`config.mk`:
```
export PLATFORM = sky130hd
export DESIGN_NAME = acc_sclk_gen
export DESIGN_NICKNAME = d
export VERILOG_FILES = /design/src/rtl/asg_pkg.sv /design/src/rtl/asg_ctrl.sv /design/src/rtl/asg_dp.sv /design/src/rtl/acc_sclk_gen.sv
export SDC_FILE = /design/constraint.sdc
export NUM_CORES = 1
export LEC_CHECK = 0
export BUFFER_PORTS_ARGS = -buffer_cell sky130_fd_sc_hd__buf_2
export CORE_ASPECT_RATIO = 0.6
export CORE_MARGIN = 4
export CORE_UTILIZATION = 67
export CTS_CLUSTER_DIAMETER = 150
export CTS_CLUSTER_SIZE = 8
export DETAILED_ROUTE_END_ITERATION = 8
export PLACE_DENSITY = 0.86
export RECOVER_POWER = 50
export SLEW_MARGIN = 20
export SYNTH_ARGS = -nofsm -noshare
export SYNTH_HDL_FRONTEND = slang
export SYNTH_HIERARCHICAL = 1
export SYNTH_SLANG_ARGS = --single-unit
```
`constraint.sdc`:
```
create_clock -name clk -period 5.4 [get_ports clk]
set_input_delay 0 -clock clk [delete_from_list [all_inputs] [get_ports clk]]
set_output_delay 0 -clock clk [all_outputs]
set_load 0.005 [all_outputs]
```
`src/rtl/asg_pkg.sv`:
```
package asg_pkg;
  localparam int ACC_FULL = 2048;
  localparam int ACC_W = $clog2(ACC_FULL) + 1;

  typedef enum logic [1:0] {
    SP_CLK  = 2'd0,
    SP_SIG  = 2'd1,
    SP_GLB  = 2'd2,
    SP_NONE = 2'd3
  } asg_space_e;

  // strobes and settings passed from control to datapath each cycle
  typedef struct packed {
    logic             run;
    logic             restart;
    logic             strobeEn;
    logic             rstOnLoop;
    logic             cpol;
    logic             launchRise;
    logic             latchRise;
    logic [ACC_W-1:0] step;
  } asg_ctl_t;
endpackage

```
`src/rtl/asg_ctrl.sv`:
```
module asg_ctrl
  import asg_pkg::*;
#(
  parameter int NUM_PROF = 8,
  parameter int INC_W = 14,
  parameter int DATA_W = 18,
  localparam int PW = $clog2(NUM_PROF)
) (
  input  logic              clk,
  input  logic              rst_n,
  input  logic              cfgWe,
  input  logic [1:0]        cfgSpace,
  input  logic [PW-1:0]     cfgProfile,
  input  logic [DATA_W-1:0] cfgData,
  input  logic              runEn,
  input  logic [PW-1:0]     profSel,
  output asg_ctl_t          ctl,
  output logic              asyncPath
);
  localparam int BIT_X2 = 14;
  localparam int BIT_LOOP = 15;
  localparam int BIT_LATCH = 12;
  localparam int BIT_LAUNCH = 13;
  localparam int BIT_ASYNC = 16;
  localparam int BIT_GATE = 16;
  localparam int BIT_CPOL = 17;
  localparam int SC_W = INC_W + 1;

  logic [INC_W-1:0]    incQ [NUM_PROF];
  logic [NUM_PROF-1:0] x2Q, loopQ, launchQ, latchQ, asyncQ;
  logic [NUM_PROF-1:0] hit;
  logic gateQ, cpolQ, wasEnQ;

  // per-profile address decode
  for (genvar g = 0; g < NUM_PROF; g++) begin : g_dec
    assign hit[g] = cfgWe && (cfgProfile == PW'(g));
  end

  always_ff @(posedge clk or negedge rst_n) begin
    if (!rst_n) begin
      for (int i = 0; i < NUM_PROF; i++) incQ[i] <= '0;
      x2Q <= '0;
      loopQ <= '0;
      launchQ <= '0;
      latchQ <= '0;
      asyncQ <= '0;
      gateQ <= 1'b1;
      cpolQ <= 1'b0;
      wasEnQ <= 1'b0;
    end else begin
      wasEnQ <= runEn;
      for (int i = 0; i < NUM_PROF; i++) begin
        if (hit[i] && cfgSpace == SP_CLK) begin
          incQ[i] <= cfgData[INC_W-1:0];
          x2Q[i] <= cfgData[BIT_X2];
          loopQ[i] <= cfgData[BIT_LOOP];
        end
        if (hit[i] && cfgSpace == SP_SIG) begin
          latchQ[i] <= cfgData[BIT_LATCH];
          launchQ[i] <= cfgData[BIT_LAUNCH];
          asyncQ[i] <= cfgData[BIT_ASYNC];
        end
      end
      if (cfgWe && cfgSpace == SP_GLB) begin
        gateQ <= cfgData[BIT_GATE];
        cpolQ <= cfgData[BIT_CPOL];
      end
    end
  end

  logic [INC_W-1:0] selInc;
  logic [SC_W-1:0]  scaled;

  always_comb begin
    selInc = incQ[profSel];
    scaled = x2Q[profSel] ? {selInc, 1'b0} : {1'b0, selInc};
    ctl.step = (scaled >= SC_W'(ACC_FULL)) ? ACC_W'(ACC_FULL) : ACC_W'(scaled);
    ctl.run = (runEn || !gateQ) && (selInc != '0);
    ctl.restart = runEn && !wasEnQ;
    ctl.strobeEn = runEn;
    ctl.rstOnLoop = loopQ[profSel];
    ctl.cpol = cpolQ;
    ctl.launchRise = launchQ[profSel];
    ctl.latchRise = latchQ[profSel];
    asyncPath = asyncQ[profSel];
  end
endmodule

```
`src/rtl/asg_dp.sv`:
```
module asg_dp
  import asg_pkg::*;
(
  input  logic     clk,
  input  logic     rst_n,
  input  asg_ctl_t ctl,
  output logic     sclk,
  output logic     launchStb,
  output logic     latchStb
);
  logic [ACC_W-1:0] accQ, accBase, sum, nextAcc;
  logic sclkQ, launchQ, latchQ, lvlBase, carry, newLvl;

  always_comb begin
    accBase = ctl.restart ? '0 : accQ;
    lvlBase = ctl.restart ? ctl.cpol : sclkQ;
    sum = accBase + ctl.step;
    carry = sum >= ACC_W'(ACC_FULL);
    if (!carry) nextAcc = sum;
    else if (ctl.rstOnLoop) nextAcc = '0;
    else nextAcc = sum - ACC_W'(ACC_FULL);
    newLvl = lvlBase ^ carry;
  end

  always_ff @(posedge clk or negedge rst_n) begin
    if (!rst_n) begin
      accQ <= '0;
      sclkQ <= 1'b0;
      launchQ <= 1'b0;
      latchQ <= 1'b0;
    end else if (!ctl.run) begin
      accQ <= '0;
      sclkQ <= ctl.cpol;
      launchQ <= 1'b0;
      latchQ <= 1'b0;
    end else begin
      accQ <= nextAcc;
      sclkQ <= newLvl;
      launchQ <= carry && ctl.strobeEn && (newLvl == ctl.launchRise);
      latchQ <= carry && ctl.strobeEn && (newLvl == ctl.latchRise);
    end
  end

  assign sclk = sclkQ;
  assign launchStb = launchQ;
  assign latchStb = latchQ;
endmodule

```
`src/rtl/acc_sclk_gen.sv`:
```
module acc_sclk_gen
  import asg_pkg::*;
#(
  parameter int NUM_PROF = 8,
  parameter int INC_W = 14,
  localparam int PW = $clog2(NUM_PROF),
  localparam int DATA_W = 18
) (
  input  logic              clk,
  input  logic              rst_n,
  input  logic              cfgWe,
  input  logic [1:0]        cfgSpace,
  input  logic [PW-1:0]     cfgProfile,
  input  logic [DATA_W-1:0] cfgData,
  input  logic              runEn,
  input  logic [PW-1:0]     profSel,
  output logic              sclk,
  output logic              launchStb,
  output logic              latchStb,
  output logic              asyncPath
);
  asg_ctl_t ctlS;

  asg_ctrl #(.NUM_PROF(NUM_PROF), .INC_W(INC_W), .DATA_W(DATA_W)) u_ctrl (
    .clk(clk), .rst_n(rst_n), .cfgWe(cfgWe), .cfgSpace(cfgSpace),
    .cfgProfile(cfgProfile), .cfgData(cfgData), .runEn(runEn),
    .profSel(profSel), .ctl(ctlS), .asyncPath(asyncPath)
  );

  asg_dp u_dp (
    .clk(clk), .rst_n(rst_n), .ctl(ctlS),
    .sclk(sclk), .launchStb(launchStb), .latchStb(latchStb)
  );
endmodule

```
==> impl_metrics.env, run 1 <==
export IMPL_grt_max_degree=115
export IMPL_worstPathArrival_ns=4.74
export IMPL_synthXorXnorAreaFrac_pct=1.32
export IMPL_area_growth_pct=12.3
export IMPL_fin_worst_skew_ns=0.00887
export IMPL_switching_share_pct=30.0
export IMPL_hold_class="in -> reg"
export IMPL_yosysTopAreaCellShare_pct=50.2
export IMPL_dp_hpwl_um=11800
export IMPL_fin_ws_ns=0.971
export IMPL_ir_worst_vdd_uv=221
export IMPL_start_kind="flop"
export IMPL_clkPwrFrac_pct=32.5
export IMPL_clk_pin_slew_worst_paths_ns=0.07
export IMPL_drive_above_1_share_pct=40.8
export IMPL_p_seq_share_pct=43.3
export IMPL_fmax_mhz=226
export IMPL_cts_buffer_depth=2
export IMPL_pin_count=34
export IMPL_worstPathRequired_ns=5.71
export IMPL_ant_nets=0
export IMPL_fp_dieW_um=153
export IMPL_combPwrFrac_pct=24.2
export IMPL_avgRoutedWirePerCell_um=23.3
export IMPL_maxSlewViolCount=115
export IMPL_status="finished with violations"
export IMPL_clock_sinks=170
export IMPL_multi_input_area_um2=3990
export IMPL_ys_warn_count=6
export IMPL_fin_crit_ns=4.43
export IMPL_die_h_um=94.9
export IMPL_worst_pin_slew_ns=2.74
export IMPL_initial_core_util_pct=69.2
export IMPL_antenna_cells=0
export IMPL_post_dp_cell_area_um2=8700
export IMPL_max_cap_viol_count=1
export IMPL_grt_use_total_pct=28.1
export IMPL_fin_crit_sh_pct=82.0
export IMPL_vias_per_cell=6.44
export IMPL_synth_adder_area_share_pct=1.87
export IMPL_powerDensity_nw_per_um2=411
export IMPL_core_rowCount=31
export IMPL_root_buffer="clkbuf_16"
export IMPL_yosys_top_cells_area="dfrtp_1 50%, mux2_2 22%, mux4_2 8.5%"
export IMPL_overflow=0
export IMPL_yosysTopAreaCell="dfrtp_1"
export IMPL_portBuffers=33
export IMPL_synth_fp_nets=643
export IMPL_drtIter0Drc=436
export IMPL_setup_tns_ns=0
export IMPL_synth_top_family_by_area="multiplexers"
export IMPL_pre_cts_slack_ns=0.942
export IMPL_ctsHtreeMaxLevel=4
export IMPL_dr_max_layer_used="met4"
export IMPL_core_um2=12200
export IMPL_dr_total_vias=5322
export IMPL_synthFlopType="dfrtp_1"
export IMPL_cts_tree="yes"
export IMPL_synth_edf_count=0
export IMPL_crit_fanout=10
export IMPL_violations="capacitance limit, slew limit"
export IMPL_async_flop_share_pct=100
export IMPL_antenna_found_initial=0
export IMPL_synth_avg_cell_area_um2=14.0
export IMPL_synth_area_um2=8430
export IMPL_rsz0062_at_grt="no"
export IMPL_synth_simple_gate_area_share_pct=7.45
export IMPL_grt_pass1_wl_um=31200
export IMPL_drc_errors=0
export IMPL_nets=690
export IMPL_synth_distinct_cells=56
export IMPL_p_leak_nw=4.32
export IMPL_worstSetupPathType="reg -> reg"
export IMPL_wl_met2_um=9260
export IMPL_first_pass_iters=5
export IMPL_wl_met1_um=8720
export IMPL_place_congestion=0.913
export IMPL_cts_buffers=17
export IMPL_hold_violations=0
export IMPL_regArea_um2=4260
export IMPL_synth_yosys_seq_area_share_pct=50.5
export IMPL_slew_limit_headroom_pct=-82.5
export IMPL_cts_resized=0
export IMPL_nFillCells=743
export IMPL_muxShareOfSynthArea_pct=32.4
export IMPL_drt_total_wl_um=19200
export IMPL_setup_viol_count_final=0
export IMPL_insertion_delay_ns=0.43
export IMPL_most_common_layout_cells="169 x dfrtp_1, 160 x mux2_2, 32 x mux4_2"
export IMPL_wl_met3_um=939
export IMPL_die_area_um2=14500
export IMPL_switching_power_mw=1.17
export IMPL_grt_pass1_vias=5680
export IMPL_syn_inst=601
export IMPL_synth_compound_area_share_pct=4.22
export IMPL_layout_commonest_cell="dfrtp_1"
export IMPL_synth_seq_cells=170
export IMPL_final_util_pct=77.8
export IMPL_endpoint_kind="flop"
export IMPL_design_area_um2=9470
export IMPL_internal_power_mw=2.72
==> synthesized netlist by cell type, drive strengths merged, types with 2 or more instances <==
cell      n
dfrtp   169
mux2    163
mux4     33
nor2     25
nor2b    23
nand2    21
a21oi    20
buf      19
mux2i    13
nor3     12
clkbuf   11
ha       11
a211oi    9
nor4      9
nor4b     6
inv       5
nor3b     5
o21ai     5
a21o      4
nand3     4
xnor2     4
xor2      4
a211o     2
a31oi     2
nand2b    2
nand4     2
o211a     2
o21bai    2
==> state kept, by name, indices dropped and copies added (netlist names) <==
| name | count |
|---|---|
| u_dp/sclk | 1 |
| u_ctrl/latchQ | 8 |
| u_ctrl/cpolQ | 1 |
| u_ctrl/wasEnQ | 1 |
| u_ctrl/gateQ | 1 |
| u_dp/launchStb | 1 |
| u_ctrl/x2Q | 8 |
| u_dp/latchStb | 1 |
| u_ctrl/loopQ | 8 |
| u_ctrl/launchQ | 8 |
| u_dp/accQ | 12 |
| u_ctrl/asyncQ | 8 |
| u_ctrl/incQ | 112 |
==> what timing repair did <==
item | CTS | global route
buffers inserted | 0 | 0
hold buffers | 18 | 0
endpoints found under the hold margin | 238 | 0
setup endpoints to repair | 0 | 0
==> worst paths after layout <==
check	startpoint	to	slack, ns	depth (start not counted)
setup / recovery	u_ctrl/incQ[25]$_DFFE_PN0P_	u_dp/accQ[10]$_DFF_PN0_	0.97	12
hold / removal	cfgWe	u_ctrl/cpolQ$_DFFE_PN0P_	0.03	3
setup reg to reg	u_ctrl/incQ[25]$_DFFE_PN0P_	u_dp/accQ[10]$_DFF_PN0_	0.97	12
hold reg to reg	u_ctrl/launchQ[0]$_DFFE_PN0P_	u_ctrl/launchQ[0]$_DFFE_PN0P_	0.50	1
max in group asynchronous	rst_n	u_dp/accQ[10]$_DFF_PN0_	2.54	3
min in group asynchronous	rst_n	u_ctrl/incQ[8]$_DFFE_PN0P_	0.92	2
==> final cells by class <==
class / count / area share [%]
Inverter: 5 / 0.198
Clock inverter: 15 / 1.93
Timing Repair Buffer: 58 / 4.10
Tap cell: 165 / 2.18
Multi-Input combinational cell: 396 / 42.2
Sequential cell: 170 / 44.9
Clock buffer: 17 / 4.49
==> layer usage <==
metal / vias up / global-route usage [%]
met1: 2780 / 39.2
met5: - / 0
met2: 180 / 45.9
li1: 2334 / -
met4: 0 / 9.64
met3: 28 / 4.85
==> per-stage QoR <==
stage	std cells	total power [mW]	hold slack (ns)
6_report	826	3.89	0.0298
5_1_grt	826	4.06	0.0433
4_1_cts	826	3.89	0.0315
3_5_place_dp	776	2.59	0.163
3_3_place_gp	776	2.53	0.149
2_1_floorplan	601	2.35	-0.296
==> worst max-delay path: stages, from the launching register on <==
cell	delay [ns]
dfrtp_1	0.38
nor4b_1	0.37
nor4b_1	0.09
or4_4	0.61
o21bai_4	0.28
a211oi_1	0.42
ha_1	0.33
a211o_1	0.29
a211o_1	0.36
and2_1	0.16
o311ai_1	0.65
buf_4	0.28
nor4_1	0.08
==> logic make-up after synthesis <==
logic type,Yosys count
compound gates,51
simple gates,114
buf+inv,35
mux,209
other cells,1
fa+ha+maj,12
xor+xnor,9
flops,170
==> power groups by stage <==
stage	Combinational, mW	Clock [mW]	Sequential, mW
2_1_floorplan	0.707	0	1.64
3_3_place_gp	0.860	0	1.67
3_5_place_dp	0.904	0	1.69
4_1_cts	0.934	1.28	1.68
5_1_grt	1.02	1.33	1.71
6_report	0.943	1.26	1.68
No activity file was read; power rests on OpenSTA's default activity.
==> run 2: changes to the inputs <==
--- a/config.mk
+++ b/config.mk
@@ -8,11 +8,11 @@
 export BUFFER_PORTS_ARGS = -buffer_cell sky130_fd_sc_hd__buf_2
 export CORE_ASPECT_RATIO = 0.6
 export CORE_MARGIN = 4
-export CORE_UTILIZATION = 67
+export CORE_UTILIZATION = 62
 export CTS_CLUSTER_DIAMETER = 150
 export CTS_CLUSTER_SIZE = 8
 export DETAILED_ROUTE_END_ITERATION = 8
-export PLACE_DENSITY = 0.86
+export PLACE_DENSITY = 0.8
 export RECOVER_POWER = 50
 export SLEW_MARGIN = 20
 export SYNTH_ARGS = -nofsm -noshare
==> constraint.sdc (replaced) <==
create_clock -name clk -period 4.52 [get_ports clk]
set_input_delay 0 -clock clk [delete_from_list [all_inputs] [get_ports clk]]
set_output_delay 0 -clock clk [all_outputs]
set_load 0.005 [all_outputs]
==> run 2 against run 1 <==
Effect of this change:
- the run still ends with capacitance limit, slew limit left
- clock skew increased by 0.0021 ns
- register-to-register slack got worse by 0.51 ns
- core utilization decreased by 5.4 points
- flip-flop and latch count unchanged
- critical path depth decreased by 1
- die area increased by 7.5%
- clock power increased by 14%
- power increased by 17%
- fmax increased by 9.1%
==> impl_metrics.env, run 2 (same netlist as run 1, synthesis figures left out) <==
export IMPL_dp_hpwl_um=12300
export IMPL_antenna_cells=0
export IMPL_p_leak_nw=4.31
export IMPL_worstSetupPathType="reg -> reg"
export IMPL_hold_path_depth=3
export IMPL_nFillCells=852
export IMPL_die_h_um=98.3
export IMPL_start_kind="flop"
export IMPL_vias_per_cell=6.36
export IMPL_maxSlewViolCount=116
export IMPL_slew_limit_headroom_pct=-27.3
export IMPL_pin_count=34
export IMPL_dr_total_vias=5299
export IMPL_drive_above_1_share_pct=40.9
export IMPL_core_rowCount=32
export IMPL_most_common_layout_cells="169 x dfrtp_1, 161 x mux2_2, 32 x mux4_2"
export IMPL_layout_commonest_cell="dfrtp_1"
export IMPL_hold_class="in -> reg"
export IMPL_ir_worst_vdd_uv=237
export IMPL_clk_pin_slew_worst_paths_ns=0.07
export IMPL_worst_pin_slew_ns=1.91
export IMPL_total_power_mw=4.57
export IMPL_status="finished with violations"
export IMPL_initial_core_util_pct=64.6
export IMPL_powerDensity_nw_per_um2=483
export IMPL_first_pass_iters=5
export IMPL_biggestRegsByFlops="u_ctrl/incQ: 112 flops, u_dp/accQ: 12 flops"
export IMPL_grt_pass1_vias=5691
export IMPL_root_buffer="clkbuf_16"
export IMPL_overflow=0
export IMPL_setup_tns_ns=0
export IMPL_area_growth_pct=12.1
export IMPL_largest_register="u_ctrl/incQ"
export IMPL_cts_buffers=17
export IMPL_portBuffers=33
export IMPL_worstPathArrival_ns=4.37
export IMPL_endpoint_kind="flop"
export IMPL_avgRoutedWirePerCell_um=22.7
export IMPL_fin_worst_skew_ns=0.0110
export IMPL_largest_reg_flops=112
export IMPL_place_congestion=0.943
export IMPL_rsz0062_at_grt="no"
export IMPL_fin_crit_ns=4.06
export IMPL_fmax_mhz=246
export IMPL_grt_max_degree=80
export IMPL_core_um2=13100
export IMPL_drt_total_wl_um=18900
export IMPL_drc_errors=0
export IMPL_fp_dieW_um=159
export IMPL_antenna_found_initial=0
export IMPL_cts_tree="yes"
export IMPL_cts_buffer_depth=2
export IMPL_clock_sinks=170
export IMPL_nets=692
export IMPL_rr_worst_depth=11
export IMPL_die_area_um2=15600
export IMPL_setup_viol_count_final=0
export IMPL_drtIter0Drc=429
export IMPL_violations="capacitance limit, slew limit"
export IMPL_grt_pass1_wl_um=30800
export IMPL_worstPathRequired_ns=4.83
export IMPL_fin_crit_sh_pct=89.8
export IMPL_ctsHtreeMaxLevel=4
export IMPL_hold_violations=0
export IMPL_grt_use_total_pct=26.0
export IMPL_insertion_delay_ns=0.43
export IMPL_max_cap_viol_count=2
export IMPL_ant_nets=0
export IMPL_crit_fanout=10
==> run 2: final timing paths <==
path	startpoint	to	slack, ns
worst max-delay path	u_ctrl/incQ[81]$_DFFE_PN0P_	u_dp/sclk$_DFF_PN0_	0.46
worst min-delay path	cfgProfile[0]	u_ctrl/asyncQ[6]$_DFFE_PN0P_	0.06
worst max register to register	u_ctrl/incQ[81]$_DFFE_PN0P_	u_dp/sclk$_DFF_PN0_	0.46
worst min register to register	u_ctrl/incQ[29]$_DFFE_PN0P_	u_ctrl/incQ[29]$_DFFE_PN0P_	0.50
max in group asynchronous	rst_n	u_ctrl/incQ[97]$_DFFE_PN0P_	1.19
min in group asynchronous	rst_n	u_ctrl/incQ[104]$_DFFE_PN0P_	0.63
==> run 2: power breakdown <==
part	switching, mW	internal, mW
Combinational	0.542	0.580
Sequential	0.166	1.83
Clock	0.660	0.783
==> run 2: cell type report <==
type	instances	area, um^2	area share (%)
sequential	170	4260	45.0
tap	170	213	2.25
multi-input combinational	396	3980	42.1
clock buffer	17	425	4.50
timing repair buffer	60	397	4.20
inverter	5	18.8	0.199
clock inverter	15	160	1.70
==> run 2: metal layers <==
layer	global-route usage [%]	vias up	wire (um)
met1	36.7	2734	8380
li1	-	2342	-
met3	6.42	38	1170
met5	0	-	0
met2	40.3	185	9040
met4	7.67	0	351
==> run 2: what timing repair did <==
| action | 4_1_cts | 5_1_grt |
|---|---|---|
| buffers inserted | 0 | 0 |
| gates resized for setup | 0 | 0 |
| hold buffers | 18 | 0 |
| hold endpoints to repair | 158 | 0 |
==> run 2: critical path, cell delays in order (launching register included) <==
cell      delay (ns)
dfrtp_1         0.39
nor4b_1         0.38
nor4_1          0.09
or4_4           0.56
o21bai_4        0.27
a211oi_1        0.47
ha_1            0.35
a211o_1         0.30
a211o_1         0.37
a21oi_2         0.20
xnor3_1         0.32
mux2_4          0.26
==> run 2: stage by stage <==
step / worst slack [ns] / utilization, % / instance area (um^2) / std cells / hold slack, ns
final: 0.462 / 72.4 / 9450 / 833 / 0.0577
after global routing: 0.236 / 72.4 / 9450 / 833 / 0.0805
after CTS: 0.541 / 72.7 / 9490 / 833 / 0.0275
after detailed placement: 0.469 / 66.8 / 8720 / 783 / -0.0957
after global placement: 0.577 / 66.8 / 8720 / 783 / -0.0987
after floorplan: 0.893 / - / 8430 / 601 / -0.296
